**src/rtl/shift_fifo_pkg.sv**
```systemverilog
package shift_fifo_pkg;

  parameter int DEF_DEPTH = 64;
  parameter int DEF_WIDTH = 5;

  // count at or above which the buffer reports half full
  function automatic int half_level(input int depth);
    return depth / 2;
  endfunction

  // count at or above which the buffer is nearly full
  function automatic int upper_level(input int depth);
    return depth - depth / 8;
  endfunction

  // count at or below which the buffer is nearly empty
  function automatic int lower_level(input int depth);
    return depth / 8;
  endfunction

  // pointer advance with wrap at depth
  function automatic int ptr_step(input int p, input int depth);
    return (p + 1 >= depth) ? 0 : p + 1;
  endfunction

endpackage

```
**src/rtl/shift_fifo_store.sv**
```systemverilog
module shift_fifo_store #(
  parameter int DEPTH = 64,
  parameter int WIDTH = 5,
  parameter int AW    = 6
) (
  input  logic             clk,
  input  logic             mrst_n,
  input  logic             wr_en,
  input  logic [AW-1:0]    wr_addr,
  input  logic [WIDTH-1:0] wr_data,
  input  logic [AW-1:0]    rd_addr,
  output logic [WIDTH-1:0] rd_data
);

  logic [WIDTH-1:0] cells [DEPTH];

  // one register row per entry, cleared by master reset
  for (genvar g = 0; g < DEPTH; g++) begin : g_row
    always_ff @(posedge clk or negedge mrst_n) begin
      if (!mrst_n) begin
        cells[g] <= '0;
      end else if (wr_en && (wr_addr == AW'(g))) begin
        cells[g] <= wr_data;
      end
    end
  end

  assign rd_data = cells[rd_addr];

endmodule

```
**src/rtl/shift_fifo_ctrl.sv**
```systemverilog
module shift_fifo_ctrl
  import shift_fifo_pkg::*;
#(
  parameter int DEPTH = 64,
  parameter int AW    = 6,
  parameter int CW    = 7
) (
  input  logic          clk,
  input  logic          mrst_n,
  input  logic          shift_in,
  input  logic          shift_out,
  output logic          in_rdy,
  output logic          out_rdy,
  output logic          wr_acc,
  output logic          rd_acc,
  output logic [AW-1:0] wr_ptr,
  output logic [AW-1:0] rd_ptr,
  output logic [CW-1:0] count
);

  localparam logic [CW-1:0] FULL_CNT = CW'(DEPTH);

  logic in_busy_q;
  logic out_busy_q;

  assign in_rdy  = !in_busy_q  && (count != FULL_CNT);
  assign out_rdy = !out_busy_q && (count != '0);
  assign wr_acc  = shift_in  && in_rdy;
  assign rd_acc  = shift_out && out_rdy;

  always_ff @(posedge clk or negedge mrst_n) begin
    if (!mrst_n) begin
      wr_ptr     <= '0;
      rd_ptr     <= '0;
      count      <= '0;
      in_busy_q  <= 1'b0;
      out_busy_q <= 1'b0;
    end else begin
      in_busy_q  <= wr_acc;
      out_busy_q <= rd_acc;
      if (wr_acc) wr_ptr <= AW'(ptr_step(int'(wr_ptr), DEPTH));
      if (rd_acc) rd_ptr <= AW'(ptr_step(int'(rd_ptr), DEPTH));
      case ({wr_acc, rd_acc})
        2'b10:   count <= count + 1'b1;
        2'b01:   count <= count - 1'b1;
        default: count <= count;
      endcase
    end
  end

endmodule

```
**src/rtl/shift_fifo_flags.sv**
```systemverilog
module shift_fifo_flags
  import shift_fifo_pkg::*;
#(
  parameter int DEPTH = 64,
  parameter int CW    = 7
) (
  input  logic [CW-1:0] count,
  output logic          half_full,
  output logic          almost_fe
);

  localparam int HALF_LVL = half_level(DEPTH);
  localparam int UP_LVL   = upper_level(DEPTH);
  localparam int LO_LVL   = lower_level(DEPTH);

  int n;
  assign n = int'(count);

  assign half_full = (n >= HALF_LVL);
  assign almost_fe = (n >= UP_LVL) || (n <= LO_LVL);

endmodule

```
**src/rtl/shift_fifo_outdrv.sv**
```systemverilog
module shift_fifo_outdrv #(
  parameter int WIDTH = 5
) (
  input  logic             oe_n,
  input  logic [WIDTH-1:0] word,
  output logic [WIDTH-1:0] dout,
  output logic [WIDTH-1:0] dout_drive
);

  assign dout_drive = oe_n ? '0 : '1;
  assign dout       = word & dout_drive;

endmodule

```
**src/rtl/shift_fifo.sv**
```systemverilog
module shift_fifo
  import shift_fifo_pkg::*;
#(
  parameter int DEPTH = DEF_DEPTH,
  parameter int WIDTH = DEF_WIDTH
) (
  input  logic             clk,
  input  logic             mrst_n,
  input  logic             shift_in,
  input  logic [WIDTH-1:0] din,
  output logic             in_rdy,
  input  logic             shift_out,
  output logic             out_rdy,
  input  logic             oe_n,
  output logic [WIDTH-1:0] dout,
  output logic [WIDTH-1:0] dout_drive,
  output logic             half_full,
  output logic             almost_fe
);

  localparam int AW = (DEPTH > 1) ? $clog2(DEPTH) : 1;
  localparam int CW = $clog2(DEPTH + 1);

  logic             wr_acc;
  logic             rd_acc;
  logic [AW-1:0]    wr_ptr;
  logic [AW-1:0]    rd_ptr;
  logic [CW-1:0]    count;
  logic [WIDTH-1:0] head_word;

  shift_fifo_ctrl #(.DEPTH(DEPTH), .AW(AW), .CW(CW)) u_ctrl (
    .clk(clk), .mrst_n(mrst_n), .shift_in(shift_in), .shift_out(shift_out),
    .in_rdy(in_rdy), .out_rdy(out_rdy), .wr_acc(wr_acc), .rd_acc(rd_acc),
    .wr_ptr(wr_ptr), .rd_ptr(rd_ptr), .count(count)
  );

  shift_fifo_store #(.DEPTH(DEPTH), .WIDTH(WIDTH), .AW(AW)) u_store (
    .clk(clk), .mrst_n(mrst_n), .wr_en(wr_acc), .wr_addr(wr_ptr),
    .wr_data(din), .rd_addr(rd_ptr), .rd_data(head_word)
  );

  shift_fifo_flags #(.DEPTH(DEPTH), .CW(CW)) u_flags (
    .count(count), .half_full(half_full), .almost_fe(almost_fe)
  );

  shift_fifo_outdrv #(.WIDTH(WIDTH)) u_out (
    .oe_n(oe_n), .word(head_word), .dout(dout), .dout_drive(dout_drive)
  );

endmodule

```
**config.mk**
```make
export PLATFORM = sky130hd
export DESIGN_NAME = shift_fifo
export DESIGN_NICKNAME = d
export VERILOG_FILES = /design/src/rtl/shift_fifo_pkg.sv /design/src/rtl/shift_fifo_store.sv /design/src/rtl/shift_fifo_ctrl.sv /design/src/rtl/shift_fifo_flags.sv /design/src/rtl/shift_fifo_outdrv.sv /design/src/rtl/shift_fifo.sv
export SDC_FILE = /design/constraint.sdc
export NUM_CORES = 1
export LEC_CHECK = 0
export ABC_AREA = 1
export BUFFER_PORTS_ARGS = -buffer_cell sky130_fd_sc_hd__clkbuf_2
export CAP_MARGIN = 0
export CELL_PAD_IN_SITES_DETAIL_PLACEMENT = 0
export CELL_PAD_IN_SITES_GLOBAL_PLACEMENT = 1
export CORE_UTILIZATION = 43
export CTS_CLUSTER_SIZE = 16
export DETAILED_ROUTE_END_ITERATION = 12
export PLACE_DENSITY = 0.74
export REMOVE_ABC_BUFFERS = 1
export SLEW_MARGIN = 20
export SYNTH_ARGS = -nofsm -noshare
export SYNTH_HDL_FRONTEND = slang
export SYNTH_SLANG_ARGS = --single-unit
```
**constraint.sdc**
```tcl
create_clock -name clk -period 2.45 [get_ports clk]
set_input_delay 0.245 -clock clk [delete_from_list [all_inputs] [get_ports clk]]
set_output_delay 0.245 -clock clk [all_outputs]
set_load 0.05 [all_outputs]
```
Word level (Yosys, flattened, before mapping):

Cells that the tools add are included.

* add/subtract/negate cells: 4
* magnitude comparators: 6
* eq/ne operators: 66
* muxes and demuxes: 7
* bitwise operators: 2
* reduce and logical (&&, ||, !) cells: 74

Operators by type and width (number)
* 6-bit == test, second input constant: 32
* 6-bit by 5-bit == test with 1-bit output, second input constant: 16
* 1-bit logical AND: 68
* 6-bit by 4-bit == test with 1-bit output, second input constant: 8
* 5-bit binary-select mux with 6-bit select: 1
* 6-bit by 3-bit == test with 1-bit output, second input constant: 4
* 7-bit greater-or-equal comparator, second input constant: 3
* 5-bit 2-to-1 mux: 3
* 6-bit by 1-bit adder with 7-bit output, second input constant: 2
* 7-bit by 6-bit greater-or-equal comparator with 1-bit output, second input constant: 2
* 7-bit case mux with 2 select lines: 1
* 6-bit by 2-bit == test with 1-bit output, second input constant: 2
* 6-bit 2-to-1 mux: 2
* 7-bit by 1-bit adder with 7-bit output, second input constant: 1
* 7-bit by 4-bit <= comparator with 1-bit output, second input constant: 1
* 7-bit != test, second input constant: 1
* 6-bit inverter with 7-bit output: 1
* 7-bit nonzero test: 1
* 7-bit by 1-bit subtractor with 7-bit output, second input constant: 1
* 6-bit by 1-bit == test with 1-bit output, second input constant: 1
* 6-bit zero test: 1
* 5-bit AND: 1
* 2-bit by 1-bit == test with 1-bit output, second input constant: 1
* 2-bit == test, second input constant: 1
* other kinds (3): 4

* flip-flop bits (word level): 341
* input bits: 10
* output and inout bits: 14
* word-level logic and storage cells: 228

Depth between registers and ports, before layout:

Gate-level depths: netlist of run 1.

* depth in word-level cells: 5
* depth in mapped cells: 17
* mapped depth without buffers: 17

Modules after synthesis:

Synthesis of run 1 repeated with hierarchy kept, for this count alone.

* cells, all modules: 2045
* area, all modules: 16095.4 µm²

By module, submodules not included
* shift_fifo_store: instances 1, cells an instance 1846, area an instance 14657.8 µm², seq. area each 8007.7 µm²
* shift_fifo_ctrl: instances 1, cells an instance 171, area an instance 1311.3 µm², seq. area each 525.5 µm²
* shift_fifo_outdrv: instances 1, cells an instance 15, area an instance 71.3 µm², seq. area each 0.0 µm²
* shift_fifo_flags: instances 1, cells an instance 13, area an instance 55.1 µm², seq. area each 0.0 µm²

Worst setup path after synthesis of run 1:

No wires, ideal clock.

* path type: register -> register
* from: register u_ctrl.count[6]
* to: register u_ctrl.count[3]
* library setup time: 0.126 ns
* arrival time: 3.382 ns
* required time: 2.324 ns
* slack: -1.058 ns
* cell stages (with the launch flop): 14
* path buffers: 0
* period minus slack after synthesis: 3.508 ns
* cell sequence: dfrtp_1 > inv_1 > nand2_1 > nor2_1 > a21oi_1 > nand2_1 > inv_1 > ha_1 > ha_1 > a21oi_1 > nand2_1 > or2_2 > nand3_1 > o21ai_0

* word-level cells in the longest chain between the ends: 5
* elaborated cells between the ends (all ways): 10
* classes of those cells: eq/ne: 3; mux: 1; reduce/logical: 6

RTL lines
* start, declared: RTL line shift_fifo_ctrl.sv:18 `output logic [CW-1:0] count`
* start signal, assigned: RTL line shift_fifo_ctrl.sv:44 `2'b10: count <= count + 1'b1;`
* start signal, assigned: RTL line shift_fifo_ctrl.sv:45 `2'b01: count <= count - 1'b1;`
* start signal, assigned: RTL line shift_fifo_ctrl.sv:46 `default: count <= count;`
* 7-bit nonzero test *: RTL line shift_fifo_ctrl.sv:27 `assign out_rdy = !out_busy_q && (count != '0);`
* 1-bit logical AND *: RTL line shift_fifo_ctrl.sv:27
* net out_rdy: RTL line shift_fifo.sv:13 `output logic out_rdy,`
* 1-bit logical AND *: RTL line shift_fifo_ctrl.sv:29 `assign rd_acc = shift_out && out_rdy;`
* net rd_acc: RTL line shift_fifo.sv:25 `logic rd_acc;`
* 2-bit by 1-bit == test with 1-bit output or 2-bit == test (tied branches): RTL line shift_fifo_ctrl.sv:43 `case ({wr_acc, rd_acc})`
* 7-bit case mux with 2 select lines or 2-bit nonzero test (tied branches)

Mark *: on every way through the listed nets, which the timed path passes. The rest lies on a longest branch.
A chain may end at the register's enable or synchronous reset.

Worst setup path after layout of run 1:

* from: register u_ctrl.rd_ptr[0]
* to: output port dout[3]

* word-level cells in the longest chain between the ends: 5

RTL lines
* start, declared: RTL line shift_fifo_ctrl.sv:17 `output logic [AW-1:0] rd_ptr,`
* start signal, assigned: RTL line shift_fifo_ctrl.sv:42 `if (rd_acc) rd_ptr <= AW'(ptr_step(int'(rd_ptr), DEPTH));`
* 6-bit inverter with 7-bit output (not written as such): RTL line shift_fifo_store.sv:28 `assign rd_data = cells[rd_addr];`
* 5-bit binary-select mux with 6-bit select: RTL line shift_fifo_store.sv:28
* 5-bit 2-to-1 mux (not written as such) (2 in a row): RTL line shift_fifo_store.sv:28
* 5-bit AND: RTL line shift_fifo_outdrv.sv:11 `assign dout = word & dout_drive;`
* end, declared: RTL line shift_fifo.sv:15 `output logic [WIDTH-1:0] dout,`

No other way between the ends. The select of a mux whose other input is x is not followed.

==> run_results.csv, run 1 <==
group,metric,value,unit
finish,register_area,8540,µm²
power_and_ir_drop,p_seq_frac,0.353,
outcome,status,"complete, but fails checks",
yosys,synth-edff-count,0,
worst_setup_path,ff2ff_setup_slack,140,ps
clock_tree,cts_sinks,341,
worst_setup_path,critPathArrivalTime,2550,ps
power_and_ir_drop,p_sw,9.88,mW
yosys,ys_seq_area_frac,0.507,
clock_tree,h-tree-depth,2,
finish,fin_nets,2246,
worst_setup_path,cp-end-kind,"output pin",
timing,rsz0062_at_grt,"yes",
worst_setup_path,reg2regPathDepth,16,
finish,final_util,0.508,
floorplan,die-area,40000,µm²
route,post_drt_wl_per_cell,17.5,µm
placed_design,place_inst,2693,
power_and_ir_drop,p_clk_frac,0.236,
clock_tree,cts_tree,"yes",
placed_design,dp_hpwl,29700,µm
yosys,postSynthAreaPerCell,7.67,µm²
global_route,overflow,0,
finish,drive_gt1_frac,0.132,
floorplan,start_util,0.436,
global_route,grt_usage,0.250,
yosys,synth_flop_cell,"dfrtp_1",
clock_tree,path_clk_slew,60,ps
worst_setup_path,required,2200,ps
route,dr.pass1.iters,5,
timing,fmax,357,MHz
yosys,synthTopCellsByCount,"nand2_1, dfrtp_1, o21ai_0, inv_1, nand3_1",
finish,nFillCells,3816,
yosys,post_synth_num_cell_types,36,
global_route,antenna_found_initial,0,
yosys,synth_most_common_cell,"nand2_1",
worst_setup_path,worstSetupPathType,"reg2out",
floorplan,pin_count,24,
worst_hold_path,holdPathEnd,"u_ctrl.count[0]$_DFFE_PN0P_",
route,via_per_inst,5.11,
yosys,ys_warn_count,0,
outcome,violations,"setup timing",
timing,period_needed,2800,ps
timing,slew_headroom,0.546,
route,vias,14100,
worst_setup_path,cpMaxStageDelayCell,"dfrtp_4",
route,drc,0,
clock_tree,root_buffer,"clkbuf_16",
floorplan,core_area,38600,µm²
finish,stdcell_count,2766,
worst_hold_path,hp-class,"in2reg",
yosys,netlist_area,16800,µm²
floorplan,die_x,200,µm
yosys,synth_top_cell_by_area,"dfrtp_1",
yosys,synthCells,2195,
timing,drv_slew,0,
power_and_ir_drop,power,24.7,mW
route,antenna_left,0,
yosys,synthArstFlopShare,1.00,
power_and_ir_drop,cellPowerDensity,1260,nW/µm²
yosys,yosys_register_bits,341,
power_and_ir_drop,pwr-share-comb,0.412,
route,drt_iter0_drc,977,
timing,hold_viol_final,0,
power_and_ir_drop,internal_power,14.8,mW
floorplan,row_count,72,
worst_setup_path,path_max_fanout,24,
power_and_ir_drop,p_sw_frac,0.400,
worst_setup_path,timing.rr.start,"u_ctrl.count[2]$_DFFE_PN0P_",
clock_tree,clk_path_buf_depth,3,
finish,design_area,19600,µm²
global_route,grt_first_pass_wirelength,76400,µm
worst_setup_path,crit_chain,"buf_12, buf_12, nand2_1, nand3_1, nand3_2, nand3_2, nand2_1, nand2_1, nand2_2, inv_1, a21oi_1, buf_4, buf_12",
worst_hold_path,hold_depth,4,
finish,antennaDiodeCount,0,
placed_design,portBuffers,23,
job,max_cap_viol_count,0,
worst_setup_path,r2r-end,"u_ctrl.count[6]$_DFFE_PN0P_",
timing,skew,13.9,ps
floorplan,dieHeight,200,µm
timing,setup_viol,5,
route,wirelength,48300,µm
worst_hold_path,hp-start,"shift_in",
yosys,synth.area.top_cells,"dfrtp_1, nand2_1, o21ai_0",
clock_tree,clk_latency,550,ps
timing,setup_ws,-350,ps
finish,area_delta_synth_final,16.5,%
power_and_ir_drop,p_leak,9.33,nW
timing,worst_pin_slew,681,ps
global_route,grt_max_degree,76,
worst_setup_path,cp-startpoint,"u_ctrl.rd_ptr[0]$_DFFE_PN0P_",
finish,multi_input_area,7390,µm²
yosys,synth_top_area_frac,0.507,
global_route,grt_pass1_vias,13500,
worst_setup_path,slowest_delay,550,ps
placed_design,dpl_cell_area,18000,µm²
timing,min_period_over_period,1.14,
clock_tree,cts_buffers,41,
placed_design,gp_congestion,0.851,
power_and_ir_drop,ir_drop,0.622,mV
worst_setup_path,cp-start-kind,"flop",
==> cell usage in the layout, fill, tap and decap left out, drive strengths merged, types with 6 or more instances in the layout <==
| cell | count |
|---|---|
| nand2 | 893 |
| o21ai | 363 |
| dfrtp | 341 |
| inv | 160 |
| nand3 | 150 |
| nor2 | 126 |
| clkbuf | 80 |
| buf | 73 |
| a21oi | 17 |
| ha | 11 |
| nand4 | 7 |
| xor2 | 6 |
==> critical path, delay by kind of cell (launching register included) <==
| kind | cells | cell delay, ps |
|---|---|---|
| and+or+nand+nor | 7 | 630 |
| buffers and inverters | 5 | 680 |
| DFF | 1 | 550 |
| AOI/OAI and AO/OA | 1 | 140 |
==> area by class of cell <==
class	instances	share of cell area
clock buffers	62	0.0604
clock inverters	5	0.00383
inverters	162	0.0319
multi-input cells	1586	0.377
flip-flops and latches	341	0.435
well taps	518	0.0330
repair buffers	92	0.0590
==> registers in the layout, indices dropped and copies added (netlist names) <==
name,cells
u_ctrl.count,7
u_ctrl.out_busy_q,1
u_ctrl.wr_ptr,6
u_ctrl.rd_ptr,6
u_ctrl.in_busy_q,1
u_store.cells,320
==> layer usage <==
layer  track usage  wire length (µm)  part of all wire
met1         0.353             23000              0.48
met2         0.402             22200              0.46
met3        0.0301              1890             0.039
met4        0.0783              1170             0.024
met5             0                 0                 0
==> logic make-up (layout without fill, tap and decap cells) <==
group / Yosys count / after routing / share of synthesized area
AO/OA/AOI/OAI: 382 / 382 / 0.114
flip-flops: 341 / 341 / 0.507
adder cells (fa/ha/maj): 12 / 12 / 0.00936
AND/OR/NAND/NOR: 1184 / 1184 / 0.299
XOR/XNOR: 8 / 8 / 0.00416
buffers and inverters: 268 / 321 / 0.0663
==> stage by stage <==
step	hold slack, ps	TNS, ps	setup WS (ps)
after floorplan	-50.6	-33390	-3840
after global placement	277	0	77.5
after detailed placement	286	0	85.7
after CTS	83.1	-1760	-366
after global routing	166	-2260	-489
final	156	-1640	-350
==> power by group through the flow <==
stage / clock network, mW / registers (mW) / logic, mW
floorplan: 0 / 8.84 / 5.79
global placement: 0 / 8.68 / 9.43
detailed placement: 0 / 8.74 / 9.54
CTS: 5.97 / 8.68 / 10.0
global route: 6.19 / 8.95 / 11.4
finish: 5.83 / 8.71 / 10.2
==> worst max path at each step <==
stage	to	slack (ps)	cells after the start
3_3_place_gp	u_ctrl.count[6]$_DFFE_PN0P_	80	16
4_1_cts	dout[3]	-370	13
5_1_grt	dout[3]	-490	14
6_report	dout[3]	-350	13
3_5_place_dp	u_ctrl.count[6]$_DFFE_PN0P_	90	16
2_1_floorplan	dout[1]	-3840	12
==> repair_timing <==
item / in CTS / in global routing
setup endpoints to repair: 5 / 9
hold buffers: 1 / 0
hold endpoints to repair: 66 / 0
pin swaps: 11 / 7
cloned: 3 / 1
setup buffers: 0 / 2
gates resized for setup: 40 / 33
(Power assumes the default switching activity.)
==> inputs of run 2 (changes only) <==
--- a/config.mk
+++ b/config.mk
@@ -7,13 +7,12 @@
 export LEC_CHECK = 0
 export ABC_AREA = 1
 export BUFFER_PORTS_ARGS = -buffer_cell sky130_fd_sc_hd__clkbuf_2
-export CAP_MARGIN = 0
 export CELL_PAD_IN_SITES_DETAIL_PLACEMENT = 0
 export CELL_PAD_IN_SITES_GLOBAL_PLACEMENT = 1
-export CORE_UTILIZATION = 43
+export CORE_UTILIZATION = 51
 export CTS_CLUSTER_SIZE = 16
 export DETAILED_ROUTE_END_ITERATION = 12
-export PLACE_DENSITY = 0.74
+export PLACE_DENSITY = 0.83
 export REMOVE_ABC_BUFFERS = 1
 export SLEW_MARGIN = 20
 export SYNTH_ARGS = -nofsm -noshare
==> constraint.sdc (replaced) <==
create_clock -name clk -period 3.4 [get_ports clk]
set_input_delay 0.34 -clock clk [delete_from_list [all_inputs] [get_ports clk]]
set_output_delay 0.34 -clock clk [all_outputs]
set_load 0.05 [all_outputs]
==> run 2 against run 1 <==
The flow now finishes without violations; combinational power is 36% lower; clock-buffer cell count stayed put; register-to-register slack improved by 450 ps; non-clock buffer count shrank 35; highest routed layer unchanged.
==> run_results.csv, run 2 (synthesis results as in run 1) <==
group,metric,value,unit
placed_design,dpl_cell_area,17500,µm²
timing,min_period_over_period,0.939,
worst_setup_path,required,3060,ps
floorplan,pin_count,24,
worst_setup_path,cp-end-kind,"output pin",
clock_tree,cts_buffers,40,
floorplan,die-area,33800,µm²
global_route,grt_pass1_vias,13700,
timing,fmax,313,MHz
finish,top_register,"u_store.cells",
global_route,use_met3,0.0325,
route,antenna_left,0,
finish,drive_gt1_frac,0.0975,
global_route,use_met1,0.410,
timing,drv_slew,0,
route,via_per_inst,5.32,
outcome,status,"finished, final reports clean",
route,drt_iter0_drc,1172,
clock_tree,cts_sinks,341,
clock_tree,h-tree-depth,2,
worst_setup_path,worstSetupPathType,"reg2out",
timing,rsz0062_at_grt,"no",
clock_tree,path_clk_slew,60,ps
global_route,antenna_found_initial,0,
global_route,overflow,0,
worst_setup_path,cp-start-kind,"flop",
power_and_ir_drop,p_leak,9.04,nW
placed_design,portBuffers,23,
finish,design_area,18800,µm²
floorplan,row_count,66,
clock_tree,clk_latency,540,ps
worst_hold_path,hp-class,"in2reg",
worst_setup_path,critPathArrivalTime,2850,ps
clock_tree,root_buffer,"clkbuf_16",
worst_setup_path,cp_common_cell,"nor2_1",
timing,skew,19.5,ps
finish,antennaDiodeCount,0,
finish,reg_top3,"u_store.cells (320), u_ctrl.count (7)",
global_route,grt_usage,0.286,
route,drc,0,
floorplan,core_area,32500,µm²
floorplan,start_util,0.518,
finish,area_delta_synth_final,11.8,%
worst_setup_path,cpMaxStageDelayCell,"dfrtp_4",
placed_design,dp_hpwl,28700,µm
floorplan,dieHeight,184,µm
floorplan,die_x,184,µm
worst_setup_path,crit_chain,"inv_8, buf_12, nand2_1, nand2_1, nand2_1, nand3_1, nand2_1, nor2_1, nor2_1, nor2_1, nor2_1, nor2_1, buf_12",
clock_tree,clk_path_buf_depth,3,
finish,final_util,0.579,
timing,slew_headroom,0.426,
worst_setup_path,crit_buf_inv,3,
global_route,grt_max_degree,125,
timing,period_needed,3190,ps
worst_setup_path,path_max_fanout,64,
placed_design,gp_congestion,0.856,
finish,final_common_cell,"nand2_1",
finish,final_cell_mix,"nand2_1, dfrtp_1, o21ai_0",
clock_tree,cts_tree,"yes",
finish,largest_register_ffs,320,
power_and_ir_drop,cellPowerDensity,909,nW/µm²
route,post_drt_wl_per_cell,17.6,µm
global_route,grt_first_pass_wirelength,75200,µm
worst_setup_path,cp_top_family,"simple AND/OR/NAND/NOR gates",
route,dr.pass1.iters,6,
route,wirelength,46800,µm
route,vias,14100,
power_and_ir_drop,ir_drop,0.471,mV
timing,hold_viol_final,0,
job,max_cap_viol_count,0,
timing,worst_pin_slew,859,ps
worst_setup_path,slowest_delay,620,ps
timing,setup_viol,0,
clock_tree,cts_setup_buffers,0,
finish,fin_nets,2210,
global_route,use_met2,0.462,
global_route,gr-max-usage-layer,"met2",
==> run 2: stage by stage <==
stage	worst slack, ps	power (mW)	hold slack [ps]	setup TNS [ps]	cells
2_1_floorplan	-2980	10.5	44.4	-17790	2089
3_3_place_gp	704	12.6	380	0	2586
3_5_place_dp	599	12.8	381	0	2586
4_1_cts	113	17.1	249	0	2656
5_1_grt	32.6	18.3	283	0	2657
6_report	208	17.1	266	0	2657
==> run 2: path summary, 6_finish.rpt <==
path / startpoint / end / slack [ps] / cells after the start
worst max-delay path: u_ctrl.rd_ptr[0]$_DFFE_PN0P_ / dout[2] / 210 / 13
worst min-delay path: shift_out / u_ctrl.out_busy_q$_DFF_PN0_ / 270 / 3
worst max register to register: u_ctrl.count[0]$_DFFE_PN0P_ / u_ctrl.count[6]$_DFFE_PN0P_ / 590 / 16
worst min register to register: u_store.cells[266]$_DFFE_PN0P_ / u_store.cells[266]$_DFFE_PN0P_ / 480 / 2
max in group asynchronous: mrst_n / u_store.cells[303]$_DFFE_PN0P_ / 2080 / 3
min in group asynchronous: mrst_n / u_store.cells[43]$_DFFE_PN0P_ / 410 / 2
==> run 2: final cells by class <==
| cell class | instances | area, µm² |
|---|---|---|
| multi-input cells | 1586 | 7200 |
| clock buffers | 62 | 1200 |
| inverters | 162 | 618 |
| fillers | 3163 | 13700 |
| clock inverters | 7 | 85.1 |
| repair buffers | 57 | 633 |
| flip-flops and latches | 341 | 8540 |
| well taps | 442 | 553 |
==> run 2: timing repair <==
action,in CTS,in global routing
endpoints found under the setup margin,0,5
hold endpoints to repair,72,0
resized for setup,0,3
hold buffers,1,0
==> run 2: metal layers <==
layer | up-vias | share of wire | wire length [µm]
li1 | 6943 | - | -
met1 | 6824 | 0.47 | 22200
met2 | 291 | 0.46 | 21500
met3 | 74 | 0.044 | 2050
met4 | 0 | 0.021 | 996
met5 | - | 0 | 0
==> run 2: power by group <==
group | total, mW | switching, mW | leakage [nW] | internal (mW)
logic | 6.51 | 4.32 | 3.82 | 2.19
registers | 6.34 | 0.895 | 4.59 | 5.45
clock network | 4.26 | 1.69 | 0.638 | 2.57
total | 17.1 | 6.90 | 9.04 | 10.2
==> run 2: worst min-delay path, cell delays in order <==
cell and delay (ps):
clkbuf_2 100, nand2_1 130, inv_1 170
==> inputs of run 3 (changes only) <==
==> constraint.sdc (replaced) <==
create_clock -name clk -period 3.4 [get_ports clk]
set_input_delay 0.51 -clock clk [delete_from_list [all_inputs] [get_ports clk]]
set_output_delay 0.51 -clock clk [all_outputs]
set_load 0.05 [all_outputs]
==> run 3 against run 2 <==
Non-clock buffer count rose by 6; via count rose by 1.2%; routed wire length rose by 2.2%; critical endpoint is now dout[3].
==> run_results.csv, run 3 (synthesis results as in run 1) <==
group,metric,value,unit
global_route,antenna_found_initial,0,
clock_tree,h-tree-depth,2,
floorplan,core_area,32500,µm²
finish,design_area,19000,µm²
power_and_ir_drop,p_leak,9.13,nW
global_route,gr-max-usage-layer,"met2",
finish,area_delta_synth_final,12.9,%
floorplan,start_util,0.518,
power_and_ir_drop,cellPowerDensity,915,nW/µm²
power_and_ir_drop,ir_drop,0.513,mV
outcome,status,"finished, final reports clean",
route,post_drt_wl_per_cell,17.9,µm
worst_hold_path,hp-class,"reg2reg",
global_route,overflow,0,
worst_setup_path,worstSetupPathType,"reg2out",
route,antenna_left,0,
global_route,grt_pass1_vias,13800,
clock_tree,cts_sinks,341,
power_and_ir_drop,power,17.4,mW
worst_setup_path,ff2ff_setup_slack,490,ps
timing,rsz0062_at_grt,"no",
placed_design,gp_congestion,0.864,
worst_setup_path,cp-end-kind,"output pin",
route,via_per_inst,5.37,
clock_tree,cts_tree,"yes",
job,max_cap_viol_count,0,
floorplan,dieHeight,184,µm
clock_tree,clk_latency,540,ps
finish,register_area,8540,µm²
finish,drive_gt1_frac,0.101,
global_route,use_met3,0.0337,
finish,nFillCells,3111,
placed_design,dpl_cell_area,17500,µm²
finish,fin_nets,2215,
timing,slew_headroom,0.482,
global_route,grt_usage,0.288,
timing,min_period_over_period,0.965,
route,dr.pass1.iters,7,
finish,final_cell_mix,"nand2_1, dfrtp_1, o21ai_0",
floorplan,die-area,33800,µm²
clock_tree,cts_buffers,39,
clock_tree,clk_path_buf_depth,3,
finish,multi_input_area,7200,µm²
route,drt_iter0_drc,1180,
global_route,use_met2,0.465,
timing,skew,13.9,ps
finish,largest_register_ffs,320,
route,drc,0,
finish,top_register,"u_store.cells",
timing,worst_pin_slew,775,ps
route,wirelength,47800,µm
worst_setup_path,cp_top_family,"buffers and inverters",
finish,antennaDiodeCount,0,
timing,period_needed,3280,ps
floorplan,pin_count,24,
worst_setup_path,cp-start-kind,"flop",
worst_setup_path,slowest_delay,510,ps
worst_setup_path,cpMaxStageDelayCell,"dfrtp_4",
timing,drv_slew,0,
worst_setup_path,path_max_fanout,38,
worst_setup_path,critPathArrivalTime,2770,ps
worst_setup_path,crit_chain,"buf_4, nand3_1, nand2_1, nand2_1, nand2_1, inv_1, nand2_1, nand2_1, nand2_1, inv_1, a21oi_1, buf_12",
worst_setup_path,cp_common_cell,"nand2_1",
timing,hold_viol_final,0,
floorplan,die_x,184,µm
floorplan,row_count,66,
worst_setup_path,crit_buf_inv,4,
finish,final_common_cell,"nand2_1",
timing,setup_viol,0,
global_route,use_met1,0.409,
timing,fmax,305,MHz
global_route,grt_first_pass_wirelength,75500,µm
clock_tree,path_clk_slew,60,ps
worst_setup_path,required,2890,ps
route,vias,14300,
placed_design,portBuffers,23,
placed_design,dp_hpwl,29600,µm
global_route,grt_max_degree,90,
clock_tree,root_buffer,"clkbuf_16",
finish,reg_top3,"u_store.cells (320), u_ctrl.count (7)",
-- run 3: worst reg2reg max path, cell delays in order, from the launching register on --
cell	delay (ps)
dfrtp_1	440
nor2_1	130
nand2_1	80
nor2_2	150
a21oi_1	110
nand2_1	220
inv_1	180
ha_1	360
fa_1	450
nand3_1	110
nand3_1	80
nand2_1	90
nand2_1	60
a21oi_1	150
xnor2_1	130
nand2_1	60
nand2_1	60
-- run 3: metrics by stage --
step	setup WS [ps]	util	hold WS, ps	instances	TNS (ps)
2_1_floorplan	-3150	-	214	2089	-18640
3_3_place_gp	500	0.538	460	2587	0
3_5_place_dp	485	0.538	466	2587	0
4_1_cts	23.2	0.579	480	2657	0
5_1_grt	6.99	0.585	499	2663	0
6_report	120	0.585	479	2663	0
-- run 3: final cells by class --
class,count,area share
multi-input combinational,1586,0.379
inverter,162,0.0326
sequential,341,0.449
timing repair buffer,63,0.0409
clock buffer,65,0.0650
tap,442,0.0291
clock inverter,4,0.00500
-- run 3: worst paths after layout --
path / start / endpoint / depth (start not counted)
max: u_ctrl.rd_ptr[1]$_DFFE_PN0P_ / dout[3] / 12
min: u_store.cells[266]$_DFFE_PN0P_ / u_store.cells[266]$_DFFE_PN0P_ / 2
max reg2reg: u_ctrl.count[0]$_DFFE_PN0P_ / u_ctrl.count[6]$_DFFE_PN0P_ / 16
min reg2reg: u_store.cells[266]$_DFFE_PN0P_ / u_store.cells[266]$_DFFE_PN0P_ / 2
max in group asynchronous: mrst_n / u_store.cells[112]$_DFFE_PN0P_ / 3
min in group asynchronous: mrst_n / u_store.cells[46]$_DFFE_PN0P_ / 2
-- run 3: power breakdown --
| part | leakage (nW) | internal, mW | total, mW | switching, mW |
|---|---|---|---|---|
| Clock | 0.652 | 2.69 | 4.35 | 1.66 |
| Combinational | 3.89 | 2.32 | 6.72 | 4.40 |
| Sequential | 4.59 | 5.45 | 6.33 | 0.888 |
| Total | 9.13 | 10.5 | 17.4 | 6.95 |
-- run 3: what timing repair did --
item | CTS | global route
buffers inserted | 0 | 2
setup endpoints to repair | 0 | 5
gates resized for setup | 0 | 13
endpoints found under the hold margin | 40 | 0
hold buffers | 1 | 0
-- run 3: per-layer routing --
metal / routed length (µm) / share of wire / up-vias
li1: - / - / 6952
met1: 21900 / 0.46 / 6917
met5: 0 / 0 / -
met2: 22300 / 0.47 / 362
met3: 2520 / 0.053 / 74
met4: 1090 / 0.023 / 0
